<file path="src/rtl/xlat_pkg.sv">
// Shared constants and types for the translation front end.
// Assumes a 32-bit virtual address space with fixed kernel windows.
package xlat_pkg;
    localparam int VA_W     = 32;
    localparam int PAGE_LSB = 12;
    localparam int LOOK_LSB = 11;
    localparam int VPN_W    = VA_W - LOOK_LSB;
    localparam int VPN2_W   = VPN_W - 2;

    typedef enum logic [1:0] {
        KIND_FETCH = 2'd0,
        KIND_READ  = 2'd1,
        KIND_WRITE = 2'd2,
        KIND_READ2 = 2'd3
    } acc_kind_t;

    typedef enum logic [1:0] {
        MODE_KERNEL = 2'd0,
        MODE_SUPER  = 2'd1,
        MODE_USER   = 2'd2,
        MODE_UNDEF  = 2'd3
    } op_mode_t;

    typedef enum logic [2:0] {
        FLT_NONE       = 3'd0,
        FLT_ADDR_FETCH = 3'd1,
        FLT_ADDR_DATA  = 3'd2,
        FLT_MISS_FETCH = 3'd3,
        FLT_MISS_DATA  = 3'd4,
        FLT_INV_FETCH  = 3'd5,
        FLT_INV_DATA   = 3'd6,
        FLT_DIRTY_WR   = 3'd7
    } fault_t;
endpackage

</file>
<file path="src/rtl/xlat_mode_dec.sv">
// Decodes the operating mode from the status word.
// Assumes error/exception-level bits (mask 0x10000006) force kernel mode.
module xlat_mode_dec
    import xlat_pkg::*;
(
    input  logic [31:0] status,
    output op_mode_t    mode
);
    logic force_kern;
    logic unused_status;

    // Bits that override the mode field.
    assign force_kern    = (status & 32'h1000_0006) != 32'h0;
    assign unused_status = ^{status[31:29], status[27:5], status[0]};

    // Mode field decode with override.
    always_comb begin
        if (force_kern || status[4:3] == 2'b00) mode = MODE_KERNEL;
        else if (status[4:3] == 2'b01)          mode = MODE_SUPER;
        else if (status[4:3] == 2'b10)          mode = MODE_USER;
        else                                    mode = MODE_UNDEF;
    end
endmodule

</file>
<file path="src/rtl/xlat_seg_class.sv">
// Classifies a virtual address into the unmapped kernel windows and
// gives the direct physical address and the address-based cacheability.
// Assumes a 32-bit address; windows are 512 MB each.
module xlat_seg_class
    import xlat_pkg::*;
#(
    parameter int PA_W = 32
) (
    input  logic [VA_W-1:0] va,
    output logic            in_kcached,
    output logic            in_kuncached,
    output logic [PA_W-1:0] direct_pa,
    output logic            addr_uncached
);
    // Window decode from the top three address bits.
    assign in_kcached   = va[31:29] == 3'b100;
    assign in_kuncached = va[31:29] == 3'b101;

    // Strip the window base.
    assign direct_pa = PA_W'({3'b000, va[28:0]});

    // Address-based uncacheable rule.
    assign addr_uncached = va[31] & va[29];
endmodule

</file>
<file path="src/rtl/xlat_page_sel.sv">
// Picks the even or odd half of a matched entry from the address bit at
// the page shift, and forms the physical address from that half's frame.
// Assumes shift >= PAGE_LSB; the offset mask covers the bits below shift.
module xlat_page_sel
    import xlat_pkg::*;
#(
    parameter int PFN_W = 20,
    parameter int SH_W  = 5,
    localparam int PA_W = PFN_W + PAGE_LSB
) (
    input  logic [VA_W-1:0]  va,
    input  logic [SH_W-1:0]  shift,
    input  logic [VA_W-1:0]  offmask,
    input  logic [PFN_W-1:0] pfn_even,
    input  logic [PFN_W-1:0] pfn_odd,
    input  logic             valid_even,
    input  logic             valid_odd,
    input  logic             dirty_even,
    input  logic             dirty_odd,
    output logic             half_valid,
    output logic             half_dirty,
    output logic [PA_W-1:0]  paddr
);
    logic             odd;
    logic [PFN_W-1:0] pfn;
    logic [PA_W-1:0]  base;
    logic [PA_W-1:0]  himask;

    // Half selection bit.
    assign odd = va[shift];

    // Per-half attributes.
    always_comb begin
        if (odd) begin
            pfn        = pfn_odd;
            half_valid = valid_odd;
            half_dirty = dirty_odd;
        end else begin
            pfn        = pfn_even;
            half_valid = valid_even;
            half_dirty = dirty_even;
        end
    end

    // Frame aligned to the page size, then merged with the offset.
    assign base   = {pfn, {PAGE_LSB{1'b0}}};
    assign himask = {PA_W{1'b1}} << shift;
    assign paddr  = (base & himask) | PA_W'(va & offmask);
endmodule

</file>
<file path="src/rtl/xlat_fault_pri.sv">
// Resolves the fault code by priority: window/mode, misalignment,
// lookup miss, invalid half, then write to a clean half.
// Assumes all inputs are valid in the same cycle.
module xlat_fault_pri
    import xlat_pkg::*;
(
    input  acc_kind_t kind,
    input  op_mode_t  mode,
    input  logic      misal,
    input  logic      in_kcached,
    input  logic      in_kuncached,
    input  logic      hit,
    input  logic      half_valid,
    input  logic      half_dirty,
    output fault_t    code
);
    logic is_fetch;
    logic is_write;

    assign is_fetch = kind == KIND_FETCH;
    assign is_write = kind == KIND_WRITE;

    // Priority chain.
    always_comb begin
        code = FLT_NONE;
        if (in_kcached) begin
            if (mode != MODE_KERNEL || misal)
                code = is_fetch ? FLT_ADDR_FETCH : FLT_ADDR_DATA;
        end else if (!in_kuncached) begin
            if (misal)
                code = is_fetch ? FLT_ADDR_FETCH : FLT_ADDR_DATA;
            else if (!hit)
                code = is_fetch ? FLT_MISS_FETCH : FLT_MISS_DATA;
            else if (!half_valid)
                code = is_fetch ? FLT_INV_FETCH : FLT_INV_DATA;
            else if (is_write && !half_dirty)
                code = FLT_DIRTY_WR;
        end
    end
endmodule

</file>
<file path="src/rtl/xlat_front.sv">
// Translation front end: kernel-window bypass, mode check, lookup page
// number generation, half selection and fault reporting, with one
// register stage on the response.
// Assumes the lookup result arrives in the same cycle as look_vpn.
module xlat_front
    import xlat_pkg::*;
#(
    parameter int ASID_W = 8,
    parameter int PFN_W  = 20,
    parameter int SH_W   = 5,
    localparam int PA_W  = PFN_W + PAGE_LSB
) (
    input  logic              clk,
    input  logic              rst_n,
    input  logic              req_valid,
    input  logic [VA_W-1:0]   req_vaddr,
    input  logic [1:0]        req_kind,
    input  logic              req_misal,
    input  logic [ASID_W-1:0] req_asid,
    input  logic [31:0]       status_word,
    input  logic              small_pg,
    output logic [VPN_W-1:0]  look_vpn,
    input  logic              tlb_hit,
    input  logic [SH_W-1:0]   tlb_shift,
    input  logic [VA_W-1:0]   tlb_offmask,
    input  logic [PFN_W-1:0]  tlb_pfn_even,
    input  logic [PFN_W-1:0]  tlb_pfn_odd,
    input  logic              tlb_valid_even,
    input  logic              tlb_valid_odd,
    input  logic              tlb_dirty_even,
    input  logic              tlb_dirty_odd,
    output logic              rsp_valid,
    output logic [2:0]        rsp_fault,
    output logic [PA_W-1:0]   rsp_paddr,
    output logic              rsp_uncached,
    output logic [1:0]        rsp_mode,
    output logic [VA_W-1:0]   rsp_badva,
    output logic [ASID_W-1:0] rsp_asid,
    output logic [VPN2_W-1:0] rsp_vpn2,
    output logic [1:0]        rsp_vpn2x
);
    op_mode_t         mode;
    logic             in_kc, in_ku, addr_unc;
    logic [PA_W-1:0]  direct_pa, mapped_pa;
    logic             half_valid, half_dirty;
    fault_t           code;
    logic             tlb_flt;
    logic [PA_W-1:0]  nx_paddr;
    logic             nx_unc;

    // Lookup page number, coarse form clears the pair bits.
    assign look_vpn = small_pg ? req_vaddr[VA_W-1:LOOK_LSB]
                               : {req_vaddr[VA_W-1:LOOK_LSB+2], 2'b00};

    xlat_mode_dec u_mode (
        .status (status_word),
        .mode   (mode)
    );

    xlat_seg_class #(.PA_W(PA_W)) u_seg (
        .va            (req_vaddr),
        .in_kcached    (in_kc),
        .in_kuncached  (in_ku),
        .direct_pa     (direct_pa),
        .addr_uncached (addr_unc)
    );

    xlat_page_sel #(.PFN_W(PFN_W), .SH_W(SH_W)) u_page (
        .va         (req_vaddr),
        .shift      (tlb_shift),
        .offmask    (tlb_offmask),
        .pfn_even   (tlb_pfn_even),
        .pfn_odd    (tlb_pfn_odd),
        .valid_even (tlb_valid_even),
        .valid_odd  (tlb_valid_odd),
        .dirty_even (tlb_dirty_even),
        .dirty_odd  (tlb_dirty_odd),
        .half_valid (half_valid),
        .half_dirty (half_dirty),
        .paddr      (mapped_pa)
    );

    xlat_fault_pri u_flt (
        .kind         (acc_kind_t'(req_kind)),
        .mode         (mode),
        .misal        (req_misal),
        .in_kcached   (in_kc),
        .in_kuncached (in_ku),
        .hit          (tlb_hit),
        .half_valid   (half_valid),
        .half_dirty   (half_dirty),
        .code         (code)
    );

    // Faults from the lookup path carry the entry-high fields.
    assign tlb_flt = code >= FLT_MISS_FETCH;

    // Result address and cacheability, cleared on any fault.
    always_comb begin
        nx_paddr = '0;
        nx_unc   = 1'b0;
        if (code == FLT_NONE) begin
            nx_paddr = (in_kc || in_ku) ? direct_pa : mapped_pa;
            nx_unc   = addr_unc;
        end
    end

    // Response register stage.
    always_ff @(posedge clk) begin
        if (!rst_n) begin
            rsp_valid    <= 1'b0;
            rsp_fault    <= '0;
            rsp_paddr    <= '0;
            rsp_uncached <= 1'b0;
            rsp_mode     <= '0;
            rsp_badva    <= '0;
            rsp_asid     <= '0;
            rsp_vpn2     <= '0;
            rsp_vpn2x    <= '0;
        end else begin
            rsp_valid <= req_valid;
            if (req_valid) begin
                rsp_fault    <= code;
                rsp_paddr    <= nx_paddr;
                rsp_uncached <= nx_unc;
                rsp_mode     <= mode;
                rsp_badva    <= (code != FLT_NONE) ? req_vaddr : '0;
                rsp_asid     <= tlb_flt ? req_asid : '0;
                rsp_vpn2     <= tlb_flt ? look_vpn[VPN_W-1:2] : '0;
                rsp_vpn2x    <= tlb_flt ? look_vpn[1:0] : '0;
            end
        end
    end
endmodule

</file>
<file path="config.mk">
export PLATFORM = sky130hd
export DESIGN_NAME = xlat_front
export DESIGN_NICKNAME = d
export VERILOG_FILES = /design/src/rtl/xlat_pkg.sv /design/src/rtl/xlat_mode_dec.sv /design/src/rtl/xlat_seg_class.sv /design/src/rtl/xlat_page_sel.sv /design/src/rtl/xlat_fault_pri.sv /design/src/rtl/xlat_front.sv
export SDC_FILE = /design/constraint.sdc
export NUM_CORES = 1
export LEC_CHECK = 0
export ABC_AREA = 0
export BUFFER_PORTS_ARGS = -buffer_cell sky130_fd_sc_hd__buf_2
export CORE_MARGIN = 2
export CORE_UTILIZATION = 45
export DETAILED_ROUTE_END_ITERATION = 10
export GPL_TIMING_DRIVEN = 0
export PLACE_DENSITY_LB_ADDON = 0.08
export SYNTH_ARGS = -nofsm -noshare
export SYNTH_HDL_FRONTEND = slang
export SYNTH_HIERARCHICAL = 1
export SYNTH_SLANG_ARGS = --single-unit
</file>
<file path="constraint.sdc">
create_clock -name clk -period 4.44 [get_ports clk]
set_input_delay 0.444 -clock clk [delete_from_list [all_inputs] [get_ports clk]]
set_output_delay 0.444 -clock clk [all_outputs]
set_load 0.01 [all_outputs]
</file>
==> impl_metrics.tcl <==
set metrics [dict create \
    outcome "finished clean" \
    wl_mm 19.49 \
    crit_chain "buf_2, clkbuf_1, or3b_2, o221a_2, o311a_1, clkbuf_1, nor2_4, mux2_2, o21a_1, nor2_1, nor2_1, nor4_1, a21oi_1, buf_2, nor2_2, a22o_1" \
    synth_compound_area_frac 0.2068 \
    gp_congestion 0.9120 \
    maxCapViolations 0 \
    busiest_layer "met2" \
    fin_ws_ns 0.2688 \
    synthXorXnorAreaFrac 0 \
    cts_buffer_depth 2 \
    die_h_um 119.3 \
    yosys_warnings 6 \
    die_w_um 119.3 \
    dp_slack_ns -0.2036 \
    worstSetupPathType "in -> reg" \
    slew_headroom 0.2325 \
    fmax_ghz 0.2397 \
    cp_top_family "simple AND/OR/NAND/NOR gates" \
    hpwl_mm 14.95 \
    synth_ff_type "dfxtp_1" \
    yosys.area_share.simple 0.2321 \
    viasPerCell 5.294 \
    synthMuxAreaShare 0.09690 \
    holdBufCountCts 0 \
    fin_nets 1095 \
    crit_slowest_cell "or3b_2" \
    core.rowCount 42 \
    synth_seq_area_share 0.3349 \
    cp_slowest_stage_delay_ns 0.48 \
    io_pins 282 \
    use_met1 0.3381 \
    met3_usage 0.05508 \
    syn_area_per_cell_um2 8.909 \
    tritoncts "built" \
    tightestPinTransition_ns 1.133 \
    antenna_cells 0 \
    clk_latency_ns 0.35 \
    wl_per_cell_um 17.48 \
    ant_nets 0 \
    clockRootBuffer "clkbuf_16" \
    crit_path_start_kind "input pin" \
    power_leakage_nw 3.700 \
    clock_sinks 100 \
    finalCriticalPeriod_ns 4.171 \
    antenna_found_initial 0 \
    synth_top_family_by_area "simple AND/OR/NAND/NOR gates" \
    via_count 5903 \
    grt_max_degree 18 \
    worstPathRequired_ns 4.73 \
    overflow 0 \
    final_layout_size_suffix_gt1_frac 0.4601 \
    finalSetupViolCount 0 \
    post_cts.repair.setup_buffers 0 \
    arrival_ns 4.47 \
    post_cts_resized 0 \
    initial_core_util 0.4569 \
    drt_iter0_drc 395 \
    grtUsageTotal 0.2724 \
    rsz0062_at_grt "no" \
    clk_pin_slew_ns 0.07 \
    placed_cell_area_mm2 0.007457 \
    final_area_mm2 0.007764 \
    synthArstFlopShare 0 \
    drtPass1Iterations 5 \
    port_buffers 250 \
    vdd_drop_max_uv 194.7 \
    met2_usage 0.4677 \
    hp-class "in -> reg" \
    grt_pass1_wl_mm 30.35 \
    cp-end-kind "flip-flop" \
    slew_violations 0 \
    grt_pass1_vias 5850 \
    synthAdderAreaFrac 0 \
    coreArea_mm2 0.01309 \
    finalCritPeriodShare 0.9395 \
    path_buf_inv 4 \
    synth_cell_type_count 63 \
    syn2layout_area_growth_pct 29.87 \
    synth_area_mm2 0.005978 \
    fin_skew_ns 0 \
    dieArea_mm2 0.01422 \
    synth-seq-cells 100 \
    powerDensity_mw_per_mm2 305.0 \
    critPathMaxFanout 10 \
    cts_buffers 9 \
    postSynthCellCount 671 \
    cts_max_level 3 \
    hold_violations 0 \
    remaining_drc_errors 0 \
    synth-edff-count 0 \
]
## cell type report
class,instances,area (um2)
fillers,1200,5321
inverters,22,82.58
clock buffers,9,225.2
flip-flops and latches,100,2002
clock inverters,7,76.32
plain buffers,101,686.9
multi-input cells,450,3219
well taps,176,220.2
repair buffers,250,1251
## Yosys cell counts, types with 3 or more instances
cell type | n | area [um2]
nor2b_1 | 8 | 50.05
o311ai_1 | 5 | 43.79
a22o_1 | 10 | 87.58
mux2_2 | 5 | 56.30
o221ai_1 | 4 | 35.03
inv_1 | 22 | 82.58
a21boi_2 | 30 | 337.8
nand3_1 | 7 | 35.03
and2_1 | 38 | 237.7
mux4_2 | 5 | 112.6
o22ai_1 | 19 | 118.9
dfxtp_1 | 100 | 2002
buf_2 | 18 | 90.09
mux2i_1 | 41 | 410.4
buf_12 | 3 | 60.06
o21ai_1 | 12 | 60.06
o311ai_0 | 13 | 113.9
nand3_2 | 30 | 300.3
clkbuf_1 | 16 | 60.06
buf_4 | 57 | 427.9
clkbuf_2 | 3 | 15.01
o211ai_1 | 11 | 82.58
nor2_1 | 7 | 26.28
o21ai_0 | 29 | 145.1
a21oi_1 | 6 | 30.03
nand2_1 | 91 | 341.6
nand2b_1 | 35 | 219.0
## registers in the layout (all words and copies together) (netlist names)
name          cells
rsp_badva        32
rsp_fault         3
rsp_uncached      1
rsp_valid         1
rsp_vpn2         19
rsp_vpn2x         2
rsp_asid          8
rsp_mode          2
rsp_paddr        32
## worst paths after layout
check | startpoint | end | slack, ns | depth (start not counted)
worst max register to register | rsp_vpn2[15]$_SDFFE_PN0P_ | rsp_vpn2[15]$_SDFFE_PN0P_ | 3.72 | 3
worst max-delay path | tlb_shift[2] | rsp_asid[3]$_SDFFE_PN0P_ | 0.27 | 16
worst min-delay path | req_asid[6] | rsp_asid[6]$_SDFFE_PN0P_ | 0.30 | 2
worst min register to register | rsp_paddr[3]$_SDFFE_PN0P_ | rsp_paddr[3]$_SDFFE_PN0P_ | 0.45 | 2
## cell families (layout without fill, tap and decap cells)
group / after synthesis / count (layout)
buffers and inverters: 123 / 389
muxes: 51 / 51
and+or+nand+nor: 238 / 238
other: 1 / 3
DFF: 100 / 100
AOI/OAI and AO/OA: 158 / 158
## power by group
group	leakage (nW)	internal, W	switching, W
Clock	0.147	0.000441	0.000373
Sequential	0.814	0.000941	0.0000229
Combinational	2.74	0.000268	0.000321
## placed cells by master (no fill, tap or decap), types with 19 or more instances in the layout
cell type and instances:
buf_4 57, o22ai_1 19, nand2_1 91, and2_1 38, mux2i_1 41, dfxtp_1 100, nand2b_1 35, nand3_2 30
buf_2 268, o21ai_0 29, a21boi_2 30, inv_1 22
## through the flow
| stage | util | instances | hold slack (ns) | TNS (ns) | total power, W |
|---|---|---|---|---|---|
| finish | 0.5933 | 1115 | 0.3027 | 0 | 0.002368 |
| global route | 0.5933 | 1115 | 0.3070 | 0 | 0.002468 |
| CTS | 0.5929 | 1115 | 0.2960 | 0 | 0.002378 |
| detailed placement | 0.5699 | 1099 | 0.4407 | -4.583 | 0.001569 |
| global placement | 0.5699 | 1099 | 0.4329 | -0.9501 | 0.001555 |
| floorplan | - | 673 | 0.4726 | 0 | 0.001345 |
## layer usage
metal	vias to the layer above	routed length, um
li1	2825	-
met1	2839	8356
met2	212	9387
met3	27	1353
met4	0	391
met5	-	0
Power figures use the tool's default switching activity.
